### config.mk
export PLATFORM = sky130hd
export DESIGN_NAME = tod_counter
export DESIGN_NICKNAME = d
export VERILOG_FILES = /design/src/rtl/tod_pkg.sv /design/src/rtl/tod_adj_ctrl.sv /design/src/rtl/tod_drift.sv /design/src/rtl/tod_time_acc.sv /design/src/rtl/tod_counter.sv
export SDC_FILE = /design/constraint.sdc
export NUM_CORES = 1
export LEC_CHECK = 0
export BUFFER_PORTS_ARGS = -buffer_cell sky130_fd_sc_hd__clkbuf_2
export CAP_MARGIN = 0
export CORE_ASPECT_RATIO = 0.5
export CORE_MARGIN = 10
export CORE_UTILIZATION = 44
export DETAILED_ROUTE_END_ITERATION = 10
export PLACE_DENSITY = 0.67
export SLEW_MARGIN = 20
export SYNTH_ARGS = -nofsm -noshare
export SYNTH_HDL_FRONTEND = slang
export SYNTH_HIERARCHICAL = 1
export SYNTH_SLANG_ARGS = --single-unit
### constraint.sdc
create_clock -name clk_i -period 24.2 [get_ports clk_i]
set_input_delay 2.42 -clock clk_i [delete_from_list [all_inputs] [get_ports clk_i]]
set_output_delay 2.42 -clock clk_i [all_outputs]
set_load 0.01 [all_outputs]
### src/rtl/tod_pkg.sv
`timescale 1ns/1ps
package tod_pkg;
  parameter int unsigned PER_W      = 20;
  parameter int unsigned FRAC_W     = 16;
  parameter int unsigned SEC_W      = 48;
  parameter int unsigned NS_W       = 32;
  parameter int unsigned CNT_W      = 20;
  parameter int unsigned DRIFT_W    = 16;
  parameter int unsigned NS_PER_SEC = 1000000000;
  localparam int unsigned INC_W     = PER_W + 1;
endpackage

### src/rtl/tod_adj_ctrl.sv
`timescale 1ns/1ps
module tod_adj_ctrl import tod_pkg::*; #(
  parameter logic [PER_W-1:0] NOM_PERIOD = 20'h50000
) (
  input  logic             clk_i,
  input  logic             rst_ni,
  input  logic [PER_W-1:0] period_i,
  input  logic             period_wr_i,
  input  logic [PER_W-1:0] adj_period_i,
  input  logic [CNT_W-1:0] adj_count_i,
  input  logic             adj_load_i,
  output logic [PER_W-1:0] eff_period_o,
  output logic [CNT_W-1:0] remain_o
);
  logic [PER_W-1:0] nom_q, alt_q;
  logic [CNT_W-1:0] cnt_q;

  always_ff @(posedge clk_i or negedge rst_ni) begin
    if (!rst_ni) begin
      nom_q <= NOM_PERIOD;
      alt_q <= '0;
      cnt_q <= '0;
    end else begin
      if (period_wr_i) nom_q <= period_i;
      if (adj_load_i) begin
        cnt_q <= adj_count_i;
        alt_q <= adj_period_i;
      end else if (cnt_q != '0) begin
        cnt_q <= cnt_q - 1'b1;
      end
    end
  end

  assign eff_period_o = (cnt_q != '0) ? alt_q : nom_q;
  assign remain_o     = cnt_q;
endmodule

### src/rtl/tod_drift.sv
`timescale 1ns/1ps
module tod_drift import tod_pkg::*; (
  input  logic               clk_i,
  input  logic               rst_ni,
  input  logic [DRIFT_W-1:0] amt_i,
  input  logic [DRIFT_W-1:0] rate_i,
  output logic [DRIFT_W-1:0] extra_o
);
  logic [DRIFT_W-1:0] dcnt_q;
  logic               en, hit;

  assign en  = (rate_i != '0);
  // >= also covers a rate lowered below the running count
  assign hit = en && (dcnt_q >= rate_i - 1'b1);

  always_ff @(posedge clk_i or negedge rst_ni) begin
    if (!rst_ni)      dcnt_q <= '0;
    else if (!en)     dcnt_q <= '0;
    else if (hit)     dcnt_q <= '0;
    else              dcnt_q <= dcnt_q + 1'b1;
  end

  assign extra_o = hit ? amt_i : '0;
endmodule

### src/rtl/tod_time_acc.sv
`timescale 1ns/1ps
module tod_time_acc import tod_pkg::*; (
  input  logic              clk_i,
  input  logic              rst_ni,
  input  logic [INC_W-1:0]  incr_i,
  input  logic              load_i,
  input  logic [SEC_W-1:0]  load_sec_i,
  input  logic [NS_W-1:0]   load_ns_i,
  output logic [SEC_W-1:0]  sec_o,
  output logic [NS_W-1:0]   ns_o
);
  localparam int unsigned SUM_W = INC_W + 1;
  localparam logic [NS_W:0] NS_LIM = (NS_W+1)'(NS_PER_SEC);

  logic [FRAC_W-1:0] frac_q;
  logic [NS_W-1:0]   ns_q;
  logic [SEC_W-1:0]  sec_q;
  logic [SUM_W-1:0]  sum;
  logic [NS_W:0]     ns_sum;
  logic              wrap;

  assign sum    = SUM_W'(frac_q) + SUM_W'(incr_i);
  assign ns_sum = {1'b0, ns_q} + (NS_W+1)'(sum[SUM_W-1:FRAC_W]);
  assign wrap   = (ns_sum >= NS_LIM);

  always_ff @(posedge clk_i or negedge rst_ni) begin
    if (!rst_ni) begin
      frac_q <= '0;
      ns_q   <= '0;
      sec_q  <= '0;
    end else if (load_i) begin
      frac_q <= '0;
      ns_q   <= load_ns_i;
      sec_q  <= load_sec_i;
    end else begin
      frac_q <= sum[FRAC_W-1:0];
      if (wrap) begin
        ns_q  <= NS_W'(ns_sum - NS_LIM);
        sec_q <= sec_q + 1'b1;
      end else begin
        ns_q  <= ns_sum[NS_W-1:0];
      end
    end
  end

  assign sec_o = sec_q;
  assign ns_o  = ns_q;
endmodule

### src/rtl/tod_counter.sv
`timescale 1ns/1ps
module tod_counter import tod_pkg::*; #(
  parameter logic [PER_W-1:0] NOM_PERIOD = 20'h50000
) (
  input  logic               clk_i,
  input  logic               rst_ni,
  input  logic [PER_W-1:0]   period_i,
  input  logic               period_wr_i,
  input  logic [PER_W-1:0]   adj_period_i,
  input  logic [CNT_W-1:0]   adj_count_i,
  input  logic               adj_load_i,
  input  logic [DRIFT_W-1:0] drift_amt_i,
  input  logic [DRIFT_W-1:0] drift_rate_i,
  input  logic               time_load_i,
  input  logic [SEC_W-1:0]   load_sec_i,
  input  logic [NS_W-1:0]    load_ns_i,
  output logic [SEC_W-1:0]   sec_o,
  output logic [NS_W-1:0]    ns_o,
  output logic [CNT_W-1:0]   adj_remain_o,
  output logic               adj_busy_o
);
  logic [PER_W-1:0]   eff_period;
  logic [DRIFT_W-1:0] drift_extra;
  logic [INC_W-1:0]   incr;

  tod_adj_ctrl #(.NOM_PERIOD(NOM_PERIOD)) u_adj (
    .clk_i        (clk_i),
    .rst_ni       (rst_ni),
    .period_i     (period_i),
    .period_wr_i  (period_wr_i),
    .adj_period_i (adj_period_i),
    .adj_count_i  (adj_count_i),
    .adj_load_i   (adj_load_i),
    .eff_period_o (eff_period),
    .remain_o     (adj_remain_o)
  );

  tod_drift u_drift (
    .clk_i   (clk_i),
    .rst_ni  (rst_ni),
    .amt_i   (drift_amt_i),
    .rate_i  (drift_rate_i),
    .extra_o (drift_extra)
  );

  assign incr = INC_W'(eff_period) + INC_W'(drift_extra);

  tod_time_acc u_time (
    .clk_i      (clk_i),
    .rst_ni     (rst_ni),
    .incr_i     (incr),
    .load_i     (time_load_i),
    .load_sec_i (load_sec_i),
    .load_ns_i  (load_ns_i),
    .sec_o      (sec_o),
    .ns_o       (ns_o)
  );

  assign adj_busy_o = (adj_remain_o != '0);
endmodule

# After elaboration in Yosys (flattened, before gate mapping)
# Index checks and enable logic that the tools add are counted.
# word_totals
regBits	172
inputBits	177
out_inout_bits	101
# classes
n_addsub	8
order_cmp	2
n_mux	11
reduce_logical	5
# op_table
operator	count
48-bit two-way mux	2
16-bit two-way mux	4
32-bit two-way mux	2
20-bit two-way mux	3
48-bit by 1-bit adder with 48-bit output, second input constant	1
32-bit by 6-bit adder with 33-bit output	1
33-bit by 30-bit greater-or-equal comparator with 1-bit output, second input constant	1
32-bit by 30-bit subtractor with 32-bit output, second input constant	1
16-bit by 21-bit adder with 22-bit output	1
20-bit by 16-bit adder with 21-bit output	1
20-bit nonzero test	1
20-bit by 1-bit subtractor with 20-bit output, second input constant	1
16-bit by 1-bit adder with 16-bit output, second input constant	1
16-bit greater-or-equal comparator	1
16-bit nonzero test	1
16-bit by 1-bit subtractor with 16-bit output, second input constant	1
2-bit nonzero test	2
1-bit logical AND	1

# Depth between registers and ports, before layout
# depth
word_depth	10
mapped_depth	44
depth_no_buf	42

# By module
# The synthesis kept the hierarchy.
# by_module_without_submodules
module	n_inst	cells_each	area_each_um2	seq_area_each_um2
tod_time_acc	1	949	7727.4	2402.3
tod_adj_ctrl	1	228	2849.0	1503.9
tod_drift	1	175	1510.2	400.4
tod_counter	1	140	1008.5	0.0

# Worst setup path before layout
# Ideal clock, no wire load.
# synth_timing
kind	input to register
from	input port drift_rate_i[11]
to	register u_time.ns_q[16], in the netlist u_time/ns_o[16]
arrival_ps	10941
t_required_ps	24105
setup_slack_ps	13164
cell_stages	41
cell_sequence	nor4_1 > nand2_2 > or3_1 > nor3_2 > xnor2_1 > ha_1 > nand4_1 > nor3_1 > a31oi_1 > a21oi_2 > clkbuf_2 > and2_1 > ha_1 > and3_2 > a221o_2 > a21o_1 > a21oi_1 > xnor2_1 > [5 not listed] > nand2b_1 > xnor2_1 > ha_1 > a211oi_1 > o21a_1 > nor3_1 > xnor2_1 > ha_1 > nor2_1 > mux2_2 > o32ai_1 > a21oi_1 > nor3_2 > o31a_1 > buf_2 > buf_2 > nor3_1 > o31ai_1
# synth_via
elab_chain_cells	10
# synth_lines
item	line_no	source
start, declared	tod_counter.sv:13	input logic [DRIFT_W-1:0] drift_rate_i,
16-bit by 1-bit subtractor with 16-bit output	tod_drift.sv:14	assign hit = en && (dcnt_q >= rate_i - 1'b1);
16-bit greater-or-equal comparator	tod_drift.sv:14	
1-bit logical AND (*)	tod_drift.sv:14	
16-bit two-way mux (*)	tod_drift.sv:23	assign extra_o = hit ? amt_i : '0;
net drift_extra[5]	tod_counter.sv:23	logic [DRIFT_W-1:0] drift_extra;
20-bit by 16-bit adder with 21-bit output (*)	tod_counter.sv:46	assign incr = INC_W'(eff_period) + INC_W'(drift_extra);
net incr[8]	tod_counter.sv:24	logic [INC_W-1:0] incr;
16-bit by 21-bit adder with 22-bit output (*)	tod_time_acc.sv:22	assign sum = SUM_W'(frac_q) + SUM_W'(incr_i);
32-bit by 6-bit adder with 33-bit output (*)	tod_time_acc.sv:23	assign ns_sum = {1'b0, ns_q} + (NS_W+1)'(sum[SUM_W-1:FRAC_W]);
32-bit by 30-bit subtractor with 32-bit output / 33-bit by 30-bit greater-or-equal comparator with 1-bit output (equally long branches)	tod_time_acc.sv:38, tod_time_acc.sv:24	
32-bit two-way mux (*)	tod_time_acc.sv:37	if (wrap) begin
32-bit two-way mux (*)	tod_time_acc.sv:31	end else if (load_i) begin
end signal, assigned	tod_time_acc.sv:33	ns_q <= load_ns_i;
end signal, assigned	tod_time_acc.sv:38	ns_q <= NS_W'(ns_sum - NS_LIM);
end signal, assigned	tod_time_acc.sv:41	ns_q <= ns_sum[NS_W-1:0];
end, declared	tod_time_acc.sv:16	logic [NS_W-1:0] ns_q;
# Mark *: on every way through the listed nets, which the timed path passes. The rest lies on a longest branch.
# A chain may end at the register's enable or synchronous reset.

# Final worst setup path
# layout_timing
from	input port drift_rate_i[5]
to	register u_time.sec_q[17], in the netlist u_time/sec_o[17]
# layout_via
elab_chain_cells	9
# layout_lines
item	line_no	source
16-bit by 1-bit subtractor with 16-bit output	tod_drift.sv:14	
16-bit greater-or-equal comparator	tod_drift.sv:14	
1-bit logical AND (*)	tod_drift.sv:14	
16-bit two-way mux (*)	tod_drift.sv:23	
net drift_extra[4]	tod_counter.sv:23	
20-bit by 16-bit adder with 21-bit output (*)	tod_counter.sv:46	
net incr[7]	tod_counter.sv:24	
16-bit by 21-bit adder with 22-bit output (*)	tod_time_acc.sv:22	
32-bit by 6-bit adder with 33-bit output (*)	tod_time_acc.sv:23	
33-bit by 30-bit greater-or-equal comparator with 1-bit output (*)	tod_time_acc.sv:24	assign wrap = (ns_sum >= NS_LIM);
2-bit nonzero test (no source line) (*)	n/a	
end signal, assigned	tod_time_acc.sv:34	sec_q <= load_sec_i;
end signal, assigned	tod_time_acc.sv:39	sec_q <= sec_q + 1'b1;
end, declared	tod_time_acc.sv:17	logic [SEC_W-1:0] sec_q;
# Marked as above.

==> impl_metrics.tcl <==
set metrics [dict create \
    crit_required_ns 24.56 \
    ys.flop_type "dfrtp_1" \
    setup_tns_ns 0 \
    syn_area_mm2 0.0131 \
    fin_crit_sh_pct 51.5 \
    finalHoldViolCount 0 \
    numCtsBuffers 17 \
    hold_buffers 0 \
    slowest_stage "o31a_2" \
    drtPass1Iterations 6 \
    arrival_ns 12.82 \
    cts_setup_buffers 0 \
    ys_seq_elements 172 \
    syn-instance-count 1492 \
    hold_path_depth 1 \
    synth.most_common_cell "dfrtp_1" \
    cpMostUsedCell "ha_1" \
    ios 278 \
    gp_congestion 0.926 \
    crit_type "input port to flop" \
    fp-row-count 44 \
    rsz0062_at_grt "no" \
    drt_iter0_drc 1054 \
    overflow 0 \
    cts_tree "done" \
    dp_hpwl_mm 29.8 \
    antenna_left 0 \
    synthTopCellsByArea "dfrtp_1 (32%), ha_1 (5.8%), mux2_2 (5.7%)" \
    synth_edf_count 0 \
    synth_cell_types 97 \
    grt_max_degree 75 \
    drive_gt1_share_pct 24.1 \
    vias 12300 \
    hold_class "flop to flop" \
    start_util_pct 44.9 \
    syn_to_final_growth_pct 16.8 \
    ir_worst_vdd_mv 0.0537 \
    final_nets 1966 \
    drc 0 \
    setup_violations 0 \
    reg2reg_depth 30 \
    via_per_inst 5.79 \
    cp-end-kind "flop" \
    seq_area_frac_synth_pct 32.9 \
    reg2reg_from "u_adj/remain_o[4]$_DFFE_PN0P_" \
    synth_top_area_share_pct 32.5 \
    slowest_delay_ns 0.69 \
    antenna_found_initial 2 \
    timing.rr.end "u_time/sec_o[17]$_DFFE_PN0P_" \
    hold_start "u_adj/nom_q[1]$_DFFE_PN0P_" \
    synth_top_cell_by_area "dfrtp_1" \
    slew_viol_final 0 \
    clk_pin_slew_ns 0.07 \
    synth_common_cells "dfrtp_1 (170), nand2_1 (160), nor2_1 (106)" \
    cp_max_fo 51 \
    core_mm2 0.0292 \
    clockBufferDepth 2 \
    min_to "u_adj/nom_q[1]$_DFFE_PN0P_" \
    synth_nets 1733 \
    outcome "finished, final reports clean" \
    grt_use_total_pct 20.5 \
    die_y_um 142 \
    h-tree-depth 4 \
    r2r_slack_ns 13.68 \
    first_global_vias 11700 \
    wirelength_mm 39.9 \
    clk_latency_ns 0.45 \
    drv_cap 0 \
    async_reset_ff_share_pct 100 \
    wl_per_cell_um 18.7 \
    root_buffer "clkbuf_16" \
    worst_setup_path_start_kind "input port" \
    hold_slack_ns 0.504 \
    period_needed_ns 12.45 \
    portBuffers 277 \
    yosys_warnings 6 \
    grt_pass1_wl_mm 63.3 \
    cts_sinks 172 \
    die_w_um 264 \
    power.leakage_nw 6.59 \
    slew_headroom_pct 30.0 \
    ctsResizeCount 0 \
    dieArea_mm2 0.0375 \
    tightest_slew_ns 1.04 \
    avgSynthCellArea_um2 8.78 \
    skew_ns 0.0107 \
    powerDensity_mw_per_mm2 74.3 \
    timing.fmax_mhz 80.3 \
]
final cells by class:
class / instances / area [µm²]
sequential: 172 / 4310
clock buffer: 18 / 429
inverter: 36 / 135
tap: 391 / 489
fill: 2797 / 13900
antenna: 2 / 5.00
multi-input combinational: 1211 / 8340
clock inverter: 14 / 123
timing repair buffer: 287 / 1470
layout by cell type (no fill, tap or decap), drive strengths merged, types with 16 or more instances in the layout:
cell type	n
ha	61
xor2	38
mux2	66
or4	18
a31oi	26
nor2b	41
xnor2	72
dfrtp	170
nor3	52
and2	23
a22oi	16
nand3	71
nor2	107
nand4	32
o21ai	49
a21oi	59
o31ai	37
mux2i	26
inv	39
and3	38
clkbuf	293
nor4	38
nand2	161
routing by layer:
metal / vias to the layer above / GRT usage, % / wire length [µm]
met4: 0 / 7.39 / 879
met2: 379 / 35.6 / 19700
met5: - / 0 / 0
li1: 5993 / - / -
met3: 50 / 4.13 / 2180
met1: 5906 / 25.1 / 17100
registers in the layout, summed over array words and instances (netlist names):
name and cells:
u_time/sec_o 48, u_time/ns_o 32, u_adj/alt_q 20, u_adj/remain_o 20, u_drift/dcnt_q 16, u_adj/nom_q 20, u_time/frac_q 16
worst max-delay path: cells and delay by family:
kind	cells	cell delay (ns)
AO/OA/AOI/OAI	14	4.43
AND/OR/NAND/NOR	14	3.44
adder cells (fa/ha/maj)	5	1.56
XOR/XNOR	3	0.76
buffers and inverters	2	0.20
metrics by stage:
step / util [%] / instance area, µm² / setup WS [ns] / std cells / total power [mW]
2_1_floorplan: - / 13100 / 13.16 / 1492 / 0.720
3_3_place_gp: 50.5 / 14700 / 11.60 / 2097 / 0.863
3_5_place_dp: 50.5 / 14700 / 11.47 / 2097 / 0.866
4_1_cts: 52.4 / 15300 / 11.87 / 2129 / 1.14
5_1_grt: 52.4 / 15300 / 10.96 / 2131 / 1.21
6_report: 52.4 / 15300 / 11.75 / 2131 / 1.14
worst max path at each step:
stage | startpoint | to | slack (ns) | depth (start not counted)
CTS | drift_rate_i[5] | u_time/sec_o[17]$_DFFE_PN0P_ | 11.87 | 36
global placement | drift_rate_i[9] | u_time/sec_o[14]$_DFFE_PN0P_ | 11.60 | 36
detailed placement | drift_rate_i[5] | u_time/sec_o[17]$_DFFE_PN0P_ | 11.47 | 36
finish | drift_rate_i[5] | u_time/sec_o[17]$_DFFE_PN0P_ | 11.75 | 38
floorplan | drift_rate_i[11] | u_time/ns_o[16]$_DFF_PN0_ | 13.16 | 41
global route | drift_rate_i[5] | u_time/ns_o[10]$_DFF_PN0_ | 10.96 | 39
logic make-up (layout without fill, tap and decap cells):
| family | after synthesis | count (layout) | synth area share, % |
|---|---|---|---|
| AO/OA/AOI/OAI | 302 | 302 | 16.1 |
| AND/OR/NAND/NOR | 643 | 643 | 26.1 |
| adder cells (fa/ha/maj) | 64 | 64 | 6.29 |
| buffers and inverters | 109 | 355 | 3.58 |
| flip-flops | 172 | 172 | 32.9 |
| multiplexers | 92 | 92 | 7.66 |
| other | 0 | 2 | 0 |
| XOR/XNOR | 110 | 110 | 7.36 |
where the power goes:
part           switching, mW  leakage [nW]  internal (mW)
combinational          0.276          4.31          0.189
clock                  0.126         0.269          0.142
sequential            0.0636          2.01          0.340
(Power assumes the default switching activity.)
